**src/rtl/excl_pkg.sv**
```systemverilog
package excl_pkg;
  typedef enum logic [1:0] {
    RES_L1_HIT = 2'b00,
    RES_L2_HIT = 2'b01,
    RES_MISS   = 2'b10
  } res_e;
endpackage

```
**src/rtl/excl_l1_lru.sv**
```systemverilog
// Near level: index 0 is most recently used, valid entries form a prefix.
module excl_l1_lru #(
  parameter int WAYS   = 2,
  parameter int ADDR_W = 16
) (
  input  logic                          clk_i,
  input  logic                          rst_ni,
  input  logic                          upd_i,
  input  logic [ADDR_W-1:0]             addr_i,
  output logic                          hit_o,
  output logic                          victim_vld_o,
  output logic [ADDR_W-1:0]             victim_tag_o,
  output logic [WAYS-1:0][ADDR_W-1:0]   tag_o,
  output logic [WAYS-1:0]               vld_o
);
  localparam int IDX_W = (WAYS > 1) ? $clog2(WAYS) : 1;

  logic [WAYS-1:0][ADDR_W-1:0] tag_q, tag_d;
  logic [WAYS-1:0]             vld_q, vld_d;
  logic [WAYS-1:0]             match;
  logic [IDX_W-1:0]            hit_idx, pos;

  always_comb begin
    hit_idx = '0;
    for (int k = 0; k < WAYS; k++) begin
      match[k] = vld_q[k] && (tag_q[k] == addr_i);
      if (match[k]) hit_idx = IDX_W'(k);
    end
  end

  assign hit_o        = |match;
  assign pos          = hit_o ? hit_idx : IDX_W'(WAYS - 1);
  assign victim_vld_o = !hit_o && vld_q[WAYS-1];
  assign victim_tag_o = tag_q[WAYS-1];

  for (genvar k = 0; k < WAYS; k++) begin : g_shift
    if (k == 0) begin : g_head
      assign tag_d[k] = addr_i;
      assign vld_d[k] = 1'b1;
    end else begin : g_body
      assign tag_d[k] = (k <= int'(pos)) ? tag_q[k-1] : tag_q[k];
      assign vld_d[k] = (k <= int'(pos)) ? vld_q[k-1] : vld_q[k];
    end
  end

  always_ff @(posedge clk_i or negedge rst_ni) begin
    if (!rst_ni) begin
      tag_q <= '0;
      vld_q <= '0;
    end else if (upd_i) begin
      tag_q <= tag_d;
      vld_q <= vld_d;
    end
  end

  assign tag_o = tag_q;
  assign vld_o = vld_q;
endmodule

```
**src/rtl/excl_l2_fifo.sv**
```systemverilog
// Far level: index 0 is newest, last index oldest, valid entries form a prefix.
module excl_l2_fifo #(
  parameter int WAYS   = 2,
  parameter int ADDR_W = 16
) (
  input  logic                          clk_i,
  input  logic                          rst_ni,
  input  logic                          upd_i,
  input  logic [ADDR_W-1:0]             addr_i,
  input  logic                          ins_i,
  input  logic [ADDR_W-1:0]             ins_tag_i,
  output logic                          hit_o,
  output logic [WAYS-1:0][ADDR_W-1:0]   tag_o,
  output logic [WAYS-1:0]               vld_o
);
  localparam int IDX_W = (WAYS > 1) ? $clog2(WAYS) : 1;

  logic [WAYS-1:0][ADDR_W-1:0] tag_q, tag_d, prv_tag, nxt_tag;
  logic [WAYS-1:0]             vld_q, vld_d, prv_vld, nxt_vld;
  logic [WAYS-1:0]             match;
  logic [IDX_W-1:0]            hit_idx;

  always_comb begin
    hit_idx = '0;
    for (int k = 0; k < WAYS; k++) begin
      match[k] = vld_q[k] && (tag_q[k] == addr_i);
      if (match[k]) hit_idx = IDX_W'(k);
    end
  end
  assign hit_o = |match;

  // neighbour views: entry one newer (or the inserted tag) and one older
  for (genvar k = 0; k < WAYS; k++) begin : g_nb
    if (k == 0) begin : g_p0
      assign prv_tag[k] = ins_tag_i;
      assign prv_vld[k] = 1'b1;
    end else begin : g_pk
      assign prv_tag[k] = tag_q[k-1];
      assign prv_vld[k] = vld_q[k-1];
    end
    if (k == WAYS - 1) begin : g_nl
      assign nxt_tag[k] = '0;
      assign nxt_vld[k] = 1'b0;
    end else begin : g_nk
      assign nxt_tag[k] = tag_q[k+1];
      assign nxt_vld[k] = vld_q[k+1];
    end
  end

  always_comb begin
    for (int k = 0; k < WAYS; k++) begin
      tag_d[k] = tag_q[k];
      vld_d[k] = vld_q[k];
      if (hit_o && ins_i) begin
        if (k <= int'(hit_idx)) begin
          tag_d[k] = prv_tag[k];
          vld_d[k] = prv_vld[k];
        end
      end else if (hit_o) begin
        if (k >= int'(hit_idx)) begin
          tag_d[k] = nxt_tag[k];
          vld_d[k] = nxt_vld[k];
        end
      end else if (ins_i) begin
        tag_d[k] = prv_tag[k];
        vld_d[k] = prv_vld[k];
      end
    end
  end

  always_ff @(posedge clk_i or negedge rst_ni) begin
    if (!rst_ni) begin
      tag_q <= '0;
      vld_q <= '0;
    end else if (upd_i) begin
      tag_q <= tag_d;
      vld_q <= vld_d;
    end
  end

  assign tag_o = tag_q;
  assign vld_o = vld_q;
endmodule

```
**src/rtl/excl_cache_pair.sv**
```systemverilog
module excl_cache_pair #(
  parameter int ADDR_W  = 16,
  parameter int L1_WAYS = 2,
  parameter int L2_WAYS = 2,
  parameter int CNT_W   = 16
) (
  input  logic              clk_i,
  input  logic              rst_ni,
  input  logic              valid_i,
  input  logic [ADDR_W-1:0] addr_i,
  output logic              result_vld_o,
  output logic [1:0]        result_o,
  output logic [CNT_W-1:0]  l1_hits_o,
  output logic [CNT_W-1:0]  l2_hits_o,
  output logic [CNT_W-1:0]  misses_o
);
  import excl_pkg::*;

  logic                             l1_hit, l2_hit, vic_vld;
  logic [ADDR_W-1:0]                vic_tag;
  logic [L1_WAYS-1:0][ADDR_W-1:0]   l1_tag;
  logic [L1_WAYS-1:0]               l1_vld;
  logic [L2_WAYS-1:0][ADDR_W-1:0]   l2_tag;
  logic [L2_WAYS-1:0]               l2_vld;
  res_e                             res_d;

  excl_l1_lru #(.WAYS(L1_WAYS), .ADDR_W(ADDR_W)) u_l1 (
    .clk_i, .rst_ni,
    .upd_i        (valid_i),
    .addr_i,
    .hit_o        (l1_hit),
    .victim_vld_o (vic_vld),
    .victim_tag_o (vic_tag),
    .tag_o        (l1_tag),
    .vld_o        (l1_vld)
  );

  excl_l2_fifo #(.WAYS(L2_WAYS), .ADDR_W(ADDR_W)) u_l2 (
    .clk_i, .rst_ni,
    .upd_i     (valid_i && !l1_hit),
    .addr_i,
    .ins_i     (vic_vld),
    .ins_tag_i (vic_tag),
    .hit_o     (l2_hit),
    .tag_o     (l2_tag),
    .vld_o     (l2_vld)
  );

  assign res_d = l1_hit ? RES_L1_HIT : (l2_hit ? RES_L2_HIT : RES_MISS);

  always_ff @(posedge clk_i or negedge rst_ni) begin
    if (!rst_ni) begin
      result_vld_o <= 1'b0;
      result_o     <= 2'b00;
      l1_hits_o    <= '0;
      l2_hits_o    <= '0;
      misses_o     <= '0;
    end else begin
      result_vld_o <= valid_i;
      if (valid_i) begin
        result_o <= res_d;
        unique case (res_d)
          RES_L1_HIT: l1_hits_o <= l1_hits_o + 1'b1;
          RES_L2_HIT: l2_hits_o <= l2_hits_o + 1'b1;
          default:    misses_o  <= misses_o + 1'b1;
        endcase
      end
    end
  end
endmodule

```
**config.mk**
```make
export PLATFORM = sky130hd
export DESIGN_NAME = excl_cache_pair
export DESIGN_NICKNAME = d
export VERILOG_FILES = /design/src/rtl/excl_pkg.sv /design/src/rtl/excl_l1_lru.sv /design/src/rtl/excl_l2_fifo.sv /design/src/rtl/excl_cache_pair.sv
export SDC_FILE = /design/constraint.sdc
export NUM_CORES = 1
export LEC_CHECK = 0
export BUFFER_PORTS_ARGS = -buffer_cell sky130_fd_sc_hd__buf_4
export CAP_MARGIN = 20
export CORE_MARGIN = 1
export CORE_UTILIZATION = 30
export CTS_CLUSTER_DIAMETER = 100
export CTS_CLUSTER_SIZE = 12
export DETAILED_ROUTE_END_ITERATION = 6
export PLACE_DENSITY = 0.47
export REMOVE_ABC_BUFFERS = 1
export SETUP_SLACK_MARGIN = 0.1
export SLEW_MARGIN = 15
export SYNTH_ARGS = -nofsm -noshare
export SYNTH_HDL_FRONTEND = slang
export SYNTH_HIERARCHICAL = 1
export SYNTH_SLANG_ARGS = --single-unit
```
**constraint.sdc**
```tcl
create_clock -name clk_i -period 4.9 [get_ports clk_i]
set_input_delay 0.49 -clock clk_i [delete_from_list [all_inputs] [get_ports clk_i]]
set_output_delay 0.49 -clock clk_i [all_outputs]
set_load 0.1 [all_outputs]
```
==> impl_metrics.toml, run 1 <==
[yosys]
synth-warning-count = 6
netlist_area_mm2 = 0.00606
synth_area_leader_cell = "dfrtp_1"
ys_seq_area_frac = 0.491
synth_cell_types = 50
avgSynthCellArea_um2 = 12.4
synthTopCellsByArea = "dfrtp_1 49%, xnor2_1 11%, mux2_2 8.9%, xor2_1 4.9%, mux2_4 4.7%"
synth_top_area_share = 0.491
async_flop_share = 1.00
ys.flop_type = "dfrtp_1"
synth_edf_count = 0
synth_cells = 488
ys_ff_latch = 119

[finish]
seq_area_mm2 = 0.00298
fin_cells = 829
n_fill_cell = 1981
drive_above_1_share = 0.333
n_antenna_cell = 0
area_growth_pct = 21.2
multi_input_area_mm2 = 0.00286
final_nets = 574

[drt]
drc_errors = 0
vias = 3871
drt-initial-drc-count = 225
dr.pass1.iters = 4
detail_route.wl_per_cell_um = 16.9
via_per_inst = 4.67
routed_wl_um = 14000
ant_nets = 0

[setup_path]
crit_type = "reg2reg"
r2r_start = "u_l1/victim_tag_o[5]"
r2r_setup_slack_ps = 1200
start_kind = "register"
cp_slowest_cell = "o41ai_2"
crit_chain = "xor2_1 > nor4_1 > nand2_1 > o41ai_2 > nor2_1 > nor3_1 > a32oi_4 > mux2_1 > mux2_4"
critical_path.max_stage_delay_ps = 860
crit_path_end_kind = "register"
worstReg2RegEnd = "u_l2/tag_o[15]"
reg2reg_depth = 9
crit_path_end = "u_l2/tag_o[15]"
required_ps = 5190
worstSetupStartpoint = "u_l1/victim_tag_o[5]"
cp_data_arrival_time_ps = 3990
cp_max_fo = 17

[floorplan]
core_mm2 = 0.0197
boundaryPins = 70
fp.dieH_um = 144
initial_core_util = 0.308
die_width_um = 144
die_area_mm2 = 0.0208
rows = 51

[sta]
fmax_ghz = 0.270
finalWorstPathRequiredPeriod_ps = 3700
fin_crit_sh = 0.755
hold_violations = 0
layout_setup_ws_ps = 1200
finalSetupTns_ps = 0
whs_ps = 218
skew_ps = 14.0
setup_viol = 0
relSlewSlack = 0.284
tightest_slew_ps = 1070
maxSlewViolCount = 0
rsz0062_at_grt = "no"

[pwr]
ir_worst_vdd_v = 0.000214
switching_share = 0.314
powerDensity_mw_per_mm2 = 439
cell_internal_pwr_w = 0.00221
p_clk_frac = 0.407
p_leak_nw = 3.25
seqPwrFrac = 0.380
combinationalPowerShare = 0.213
power_switching_w = 0.00102

[clock_network]
cts_resized = 0
clkTransAtPathRegs_ps = 50
ctsHtreeMaxLevel = 4
cts_tree = "done"
cts_root_buf = "clkbuf_16"
hold_buffers = 0
clk_latency_ps = 420
cts_setup_buffers = 0
cts_buffers = 17
ctsLongestPathBuffers = 2
cts_num_sinks = 119

[global_route]
busiest_layer = "met2"
grt_pass1_vias = 4069
grt_use_total = 0.147
grt-ovfl-total = 0
grt_pass1_wl_um = 22700
antenna_found_initial = 0
met1_usage = 0.198
groute.layer.met2.usage = 0.227
grt_max_degree = 70
grt_util_met3 = 0.0358

[status]
outcome = "complete, no violations"

[placement]
dp_slack_ps = 993
place_congestion = 0.780
dp.cells = 798
port_buffers = 69
hpwlAfterDp_um = 9530

[min_path]
worstHoldPathType = "in2async"

[flow_run]
maxCapViolCount = 0
[cells in the final DEF, fill, tap and decap left out, drive strengths merged, types with 3 or more instances in the layout]
cell type    n
a21oi        3
dfrtp      119
inv          7
clkinvlp     3
and3         6
bufinv       4
nor3         6
xnor2       75
nor4        13
a22o        17
nand3       23
and4         3
mux2        68
nand4       21
xor2        34
clkbuf      18
ha           3
o21ai        3
nor2        20
clkinv       6
nand2       23
buf         71
[synth_stat cells, types with 2 or more instances]
cell type	n
dfrtp_1	119
xnor2_1	75
mux2_2	48
xor2_1	34
nand2_1	23
nand3_1	23
nand4_1	20
mux2_4	19
nor2_1	18
a22o_1	17
buf_4	16
nor4_1	11
inv_1	7
and3_1	5
nor3_1	5
buf_6	4
a21oi_1	3
and4_1	3
ha_1	3
buf_1	2
buf_2	2
nor2_2	2
o21ai_0	2
[state kept, by name, indices dropped and copies added, names as in the netlist]
signal             flops
u_l2/tag_o            32
u_l1/victim_tag_o     16
result_o               2
result_vld_o           1
u_l1/tag_o            16
u_l1/vld_o             2
u_l2/vld_o             2
misses_o              16
l1_hits_o             16
l2_hits_o             16
[cells by family (layout without fill, tap and decap cells)]
group                      Yosys count  after routing  share of synthesized area
buffers and inverters               33            109                     0.0386
DFF                                119            119                      0.491
and+or+nand+nor                    128            128                      0.125
AOI/OAI and AO/OA                   28             28                     0.0434
xor gates and xnor gates           109            109                      0.158
muxes                               68             68                      0.138
adders and majority gates            3              3                    0.00620
[routing by layer]
metal	vias up	wire length, µm
met3	14	466
li1	1843	-
met4	0	163
met5	-	0
met2	61	6700
met1	1953	6670
[critical path: cells and delay by family (launching register included)]
kind	cells	cell delay, ps
simple gates	4	1210
compound gates	2	1120
mux	2	670
flops	1	400
xor+xnor	1	160
[power by group through the flow]
stage / clock network (W) / registers (W) / logic, W
floorplan: 0 / 0.00143 / 0.000296
global placement: 0 / 0.00124 / 0.000684
detailed placement: 0 / 0.00124 / 0.000691
CTS: 0.00135 / 0.00123 / 0.000695
global route: 0.00140 / 0.00125 / 0.000735
finish: 0.00131 / 0.00123 / 0.000687
[worst min-delay path by stage]
stage / startpoint / endpoint / slack, ps
floorplan: rst_ni / l1_hits_o[0] / 190
global placement: misses_o[15] / misses_o[15] / 460
detailed placement: l2_hits_o[15] / l2_hits_o[15] / 460
CTS: rst_ni / u_l1/tag_o[4] / 250
global route: rst_ni / u_l2/tag_o[20] / 280
finish: rst_ni / u_l1/tag_o[4] / 220
[area by class of cell]
class                      count  area share
clock buffer                  18      0.0598
sequential                   119       0.405
tap                          265      0.0451
inverter                       7     0.00358
timing repair buffer          71      0.0726
clock inverter                13      0.0245
multi-input combinational    336       0.389
[through the flow]
step,total power [W],instance area (µm²),util
after floorplan,0.00173,5850,-
after global placement,0.00192,6730,0.342
after detailed placement,0.00193,6730,0.342
after CTS,0.00327,7350,0.374
after global routing,0.00338,7350,0.374
final,0.00323,7350,0.374
No activity file was read; power rests on OpenSTA's default activity.
==> run 2: changes to the inputs <==
--- a/config.mk
+++ b/config.mk
@@ -12,7 +12,7 @@
 export CTS_CLUSTER_DIAMETER = 100
 export CTS_CLUSTER_SIZE = 12
 export DETAILED_ROUTE_END_ITERATION = 6
-export PLACE_DENSITY = 0.47
+export PLACE_DENSITY = 0.48
 export REMOVE_ABC_BUFFERS = 1
 export SETUP_SLACK_MARGIN = 0.1
 export SLEW_MARGIN = 15
==> constraint.sdc (replaced) <==
create_clock -name clk_i -period 3 [get_ports clk_i]
set_input_delay 0.3 -clock clk_i [delete_from_list [all_inputs] [get_ports clk_i]]
set_output_delay 0.3 -clock clk_i [all_outputs]
set_load 0.1 [all_outputs]
==> run 2 against run 1 <==
Compared with the run above:
- via count rose by 3.9%
- combinational power up 69%
- sequential share of layout area is 2.0 points lower
- routed wire length is 1.5% higher
- first-iteration DRC count down 13%
- count of clock-buffer cells in the layout grew 2
- clock skew fell by 1.3 ps
- hold slack got worse by 40 ps
- design area grew 5.1%
- global-route usage hardly changed
- non-clock buffer count rose by 34
- clock power rose by 56%
- critical path type unchanged
==> impl_metrics.toml, run 2 (synthesized netlist as in run 1, its figures left out) <==
[floorplan]
die_area_mm2 = 0.0208
fp.dieH_um = 144
die_width_um = 144
boundaryPins = 70
core_mm2 = 0.0197
rows = 51
initial_core_util = 0.308

[sta]
relSlewSlack = 0.574
setup_viol = 0
fin_crit_sh = 0.961
finalWorstPathRequiredPeriod_ps = 2880
fmax_ghz = 0.347
maxSlewViolCount = 0
skew_ps = 12.8
tightest_slew_ps = 638
rsz0062_at_grt = "yes"
hold_violations = 0

[setup_path]
r2r_setup_slack_ps = 120
cp_data_arrival_time_ps = 3170
critical_path.max_stage_delay_ps = 420
critPathBufInv = 4
path_delay_family = "simple AND/OR/NAND/NOR gates"
cp_max_fo = 5
required_ps = 3290
crit_type = "reg2reg"
worstSetupStartpoint = "u_l1/tag_o[8]"
crit_path_end = "u_l2/tag_o[15]"
cp_num_cells = 13
reg2reg_depth = 13
r2r_start = "u_l1/tag_o[8]"
start_kind = "register"
crit_path_end_kind = "register"
worstReg2RegEnd = "u_l2/tag_o[15]"
crit_chain = "xnor2_2 > nand4_1 > nor4_2 > buf_4 > nand4_1 > o41ai_2 > nor2_2 > buf_6 > inv_4 > a32oi_4 > buf_12 > mux2_4 > mux2_4"
cp_slowest_cell = "dfrtp_1"

[pwr]
p_leak_nw = 3.46
powerDensity_mw_per_mm2 = 676
p_total_w = 0.00522
ir_worst_vdd_v = 0.000365

[drt]
via_per_inst = 4.66
dr.pass1.iters = 4
routed_wl_um = 14200
drt-initial-drc-count = 196
vias = 4023
detail_route.wl_per_cell_um = 16.4
ant_nets = 0
drc_errors = 0

[global_route]
grt_pass1_vias = 4149
grt_use_total = 0.147
grt_pass1_wl_um = 22900
grt-ovfl-total = 0
antenna_found_initial = 0
grt_max_degree = 47

[finish]
largest_reg_flops = 32
n_antenna_cell = 0
drive_above_1_share = 0.384
final_nets = 608
n_fill_cell = 1922
final_common_cell = "dfrtp_1"
area_growth_pct = 27.4
layout_common_cells = "119 x dfrtp_1, 95 x buf_4, 73 x xnor2_1, 46 x mux2_2, 34 x xor2_1"
fin_cells = 864
fin_area_mm2 = 0.00772

[min_path]
worstHoldPathType = "in2reg"

[clock_network]
cts_root_buf = "clkbuf_16"
cts_buffers = 17
ctsHtreeMaxLevel = 4
cts_num_sinks = 119
cts_tree = "done"
clk_latency_ps = 420
ctsLongestPathBuffers = 2
clkTransAtPathRegs_ps = 60

[flow_run]
maxCapViolCount = 0

[placement]
place_area_mm2 = 0.00694
hpwlAfterDp_um = 10000
port_buffers = 69
dp.cells = 824
place_congestion = 0.824

[status]
outcome = "complete, no violations"
-- run 2: layout make-up --
type / instances / area [µm²] / area share
well taps: 265 / 332 / 0.0430
clock buffers: 20 / 457 / 0.0592
flip-flops and latches: 119 / 2980 / 0.386
clock inverters: 12 / 143 / 0.0185
repair buffers: 105 / 865 / 0.112
inverters: 7 / 28.8 / 0.00373
multi-input cells: 336 / 2920 / 0.378
-- run 2: routing by layer --
layer	routed length (µm)	part of all wire	track usage	vias to the layer above
met5	0	0	0	-
met4	160	0.011	0.0566	0
met3	503	0.035	0.0318	9
met2	6570	0.46	0.226	82
met1	6960	0.49	0.201	2027
li1	-	-	-	1905
-- run 2: power breakdown --
part	switching [W]	internal [W]
clock network	0.000773	0.00128
logic	0.000721	0.000442
registers	0.000205	0.00180
total	0.00170	0.00352
-- run 2: worst min path at each step --
| stage | from | slack, ps | endpoint | cells after the start |
|---|---|---|---|---|
| global route | addr_i[1] | 170 | u_l1/tag_o[1] | 2 |
| global placement | rst_ni | 340 | u_l1/tag_o[13] | 1 |
| finish | addr_i[1] | 180 | u_l1/tag_o[1] | 2 |
| detailed placement | rst_ni | 370 | u_l1/victim_tag_o[13] | 1 |
| CTS | addr_i[1] | 150 | u_l1/tag_o[1] | 2 |
| floorplan | rst_ni | 4 | l1_hits_o[0] | 0 |
-- run 2: what timing repair did --
item | CTS | global route
setup buffers | 3 | 3
resized for setup | 4 | 15
endpoints found under the setup margin | 30 | 33
gates cloned | 0 | 1
hold buffers | 1 | 0
endpoints found under the hold margin | 42 | 0
pin swaps | 1 | 8
-- run 2: worst reg2reg max path, delay by kind of cell (launching register included) --
family | cells | cell delay (ps)
AO/OA/AOI/OAI | 2 | 260
XOR/XNOR | 1 | 180
buffers and inverters | 4 | 560
flip-flops | 1 | 420
multiplexers | 2 | 540
AND/OR/NAND/NOR | 4 | 810
-- run 2: stage by stage --
step / setup TNS, ps / util / hold slack, ps / setup slack [ps]
3_3_place_gp: -2020 / 0.353 / 344 / -162
4_1_cts: 0 / 0.387 / 146 / 106
5_1_grt: -114 / 0.393 / 166 / -22.2
3_5_place_dp: -2030 / 0.353 / 367 / -164
6_report: 0 / 0.393 / 178 / 117
2_1_floorplan: -4190 / - / 4.41 / -297
==> run 3: changes to the inputs <==
--- a/config.mk
+++ b/config.mk
@@ -7,12 +7,14 @@
 export LEC_CHECK = 0
 export BUFFER_PORTS_ARGS = -buffer_cell sky130_fd_sc_hd__buf_4
 export CAP_MARGIN = 20
+export CELL_PAD_IN_SITES_DETAIL_PLACEMENT = 1
+export CELL_PAD_IN_SITES_GLOBAL_PLACEMENT = 2
 export CORE_MARGIN = 1
 export CORE_UTILIZATION = 30
 export CTS_CLUSTER_DIAMETER = 100
 export CTS_CLUSTER_SIZE = 12
 export DETAILED_ROUTE_END_ITERATION = 6
-export PLACE_DENSITY = 0.48
+export PLACE_DENSITY = 0.65
 export REMOVE_ABC_BUFFERS = 1
 export SETUP_SLACK_MARGIN = 0.1
 export SLEW_MARGIN = 15
==> run 3 against run 2 <==
Compared with the run above:
- die area stayed put
- highest routed layer unchanged
- sequential cell count stayed put
- non-clock buffer count is 16 higher
- register-to-register slack gained 40 ps
- design area is 0.97% higher
- critical path depth decreased by 1
- global-route usage increased by 1.2 points
- fmax rose by 1.3%
- final cell count grew 1.7%
- sequential share of layout area down 0.37 points
- clock skew is 0.93 ps lower
- largest cell class unchanged
- routed wire length is 6.9% higher
==> impl_metrics.toml, run 3 (synthesized netlist as in run 1, its figures left out) <==
[sta]
relSlewSlack = 0.532
tightest_slew_ps = 702
finalWorstPathRequiredPeriod_ps = 2850
hold_violations = 0
fmax_ghz = 0.351
fin_crit_sh = 0.949
layout_setup_ws_ps = 154
skew_ps = 11.8
setup_viol = 0
maxSlewViolCount = 0
rsz0062_at_grt = "yes"

[clock_network]
ctsLongestPathBuffers = 2
ctsHtreeMaxLevel = 4
cts_buffers = 17
clkTransAtPathRegs_ps = 50
clk_latency_ps = 420
cts_num_sinks = 119
cts_root_buf = "clkbuf_16"
cts_tree = "done"

[finish]
multi_input_area_mm2 = 0.00291
seq_area_mm2 = 0.00298
fin_cells = 879
final_nets = 624
layout_common_cells = "119 x dfrtp_1, 114 x buf_4, 72 x xnor2_1, 47 x mux2_2, 34 x xor2_1"
largest_reg_flops = 32
drive_above_1_share = 0.394
final_common_cell = "dfrtp_1"
area_growth_pct = 28.6
n_antenna_cell = 0
n_fill_cell = 2176
fin_area_mm2 = 0.00779

[pwr]
cell_internal_pwr_w = 0.00354
combinationalPowerShare = 0.231
powerDensity_mw_per_mm2 = 670
power_switching_w = 0.00167
p_leak_nw = 3.52
ir_worst_vdd_v = 0.000383
seqPwrFrac = 0.385
p_clk_frac = 0.383
switching_share = 0.321

[setup_path]
crit_type = "reg2reg"
critPathBufInv = 3
timing.critical_path.mode_cell = "mux2_4"
crit_chain = "xnor2_1 > nand2_1 > nor4_1 > nand4_1 > o41ai_2 > nor2_1 > buf_4 > inv_4 > a32oi_4 > buf_12 > mux2_4 > mux2_4"
cp_slowest_cell = "nor4_1"
reg2reg_depth = 12
r2r_start = "u_l1/tag_o[5]"
cp_data_arrival_time_ps = 3140
cp_max_fo = 7
crit_path_end = "u_l2/tag_o[15]"
worstSetupStartpoint = "u_l1/tag_o[5]"
path_delay_family = "simple AND/OR/NAND/NOR gates"
r2r_setup_slack_ps = 150
start_kind = "register"
crit_path_end_kind = "register"
worstReg2RegEnd = "u_l2/tag_o[15]"
cp_num_cells = 12
required_ps = 3300
critical_path.max_stage_delay_ps = 430

[placement]
dp_slack_ps = -125
port_buffers = 69
place_area_mm2 = 0.00708
dp.cells = 842
hpwlAfterDp_um = 10800
place_congestion = 0.731

[floorplan]
die_width_um = 144
rows = 51
boundaryPins = 70
core_mm2 = 0.0197
fp.dieH_um = 144
initial_core_util = 0.308
die_area_mm2 = 0.0208

[drt]
routed_wl_um = 15200
drc_errors = 0
dr.pass1.iters = 4
detail_route.wl_per_cell_um = 17.3
drt-initial-drc-count = 124
ant_nets = 0
vias = 4099
via_per_inst = 4.66

[global_route]
grt_use_total = 0.159
antenna_found_initial = 0
grt_pass1_vias = 4420
grt-ovfl-total = 0
grt_max_degree = 70
grt_pass1_wl_um = 24400

[flow_run]
maxCapViolCount = 0

[status]
outcome = "complete, no violations"

[min_path]
worstHoldPathType = "in2reg"
-- run 3: changes by cell type in the layout (fill, tap and decap cells not counted), moves of 2 or more --
| cell | previous run | this run |
|---|---|---|
| clkinv_4 | 3 | 0 |
| buf_6 | 5 | 2 |
| nor4_2 | 4 | 2 |
| clkinvlp_4 | 4 | 2 |
| clkinv_2 | 0 | 5 |
| inv_6 | 3 | 0 |
| buf_4 | 95 | 114 |
-- run 3: through the flow --
step                      TNS (ps)  utilization  hold WS, ps  total power [W]
after floorplan              -4190            -         4.41          0.00282
after global placement        -859        0.360          383          0.00320
after detailed placement     -1530        0.360          396          0.00323
after CTS                        0        0.393          138          0.00528
after global routing             0        0.396          156          0.00545
final                            0        0.396          168          0.00522
-- run 3: power by group through the flow --
| stage | sequential, W | clock, W | combinational, W |
|---|---|---|---|
| floorplan | 0.00234 | 0 | 0.000484 |
| global route | 0.00204 | 0.00212 | 0.00129 |
| finish | 0.00201 | 0.00200 | 0.00121 |
| global placement | 0.00202 | 0 | 0.00118 |
| detailed placement | 0.00203 | 0 | 0.00120 |
| CTS | 0.00201 | 0.00206 | 0.00121 |
-- run 3: worst min-delay path by stage --
| stage | from | endpoint | slack, ps | cells after the start |
|---|---|---|---|---|
| 5_1_grt | addr_i[7] | u_l1/tag_o[7] | 160 | 2 |
| 3_5_place_dp | rst_ni | misses_o[14] | 400 | 1 |
| 6_report | addr_i[7] | u_l1/tag_o[7] | 170 | 2 |
| 3_3_place_gp | rst_ni | misses_o[11] | 380 | 1 |
| 2_1_floorplan | rst_ni | l1_hits_o[0] | 4 | 0 |
| 4_1_cts | addr_i[7] | u_l1/tag_o[7] | 140 | 2 |
-- run 3: worst register-to-register path, cell delays in order, from the launching register on --
cell and delay, ps:
dfrtp_1 400, xnor2_1 240, nand2_1 140, nor4_1 430, nand4_1 210, o41ai_2 110
nor2_1 130, buf_4 170, inv_4 50, a32oi_4 130, buf_12 180, mux2_4 300
mux2_4 260
-- run 3: area by class of cell --
| cell class | instances | area share |
|---|---|---|
| clock inverters | 9 | 0.0128 |
| flip-flops and latches | 119 | 0.382 |
| repair buffers | 121 | 0.124 |
| multi-input cells | 336 | 0.374 |
| inverters | 7 | 0.00369 |
| well taps | 265 | 0.0425 |
| clock buffers | 22 | 0.0609 |
-- run 3: repair_timing --
| item | CTS | global route |
|---|---|---|
| hold endpoints to repair | 50 | 0 |
| endpoints found under the setup margin | 29 | 33 |
| pin swaps | 3 | 6 |
| resized for setup | 4 | 9 |
| hold buffers | 1 | 0 |
| setup buffers | 2 | 3 |
-- run 3: per-layer routing --
metal	routed length [µm]	GRT usage	share of wire
met4	240	0.0638	0.016
met2	7330	0.251	0.48
met1	7260	0.209	0.48
met3	343	0.0351	0.023
met5	0	0	0
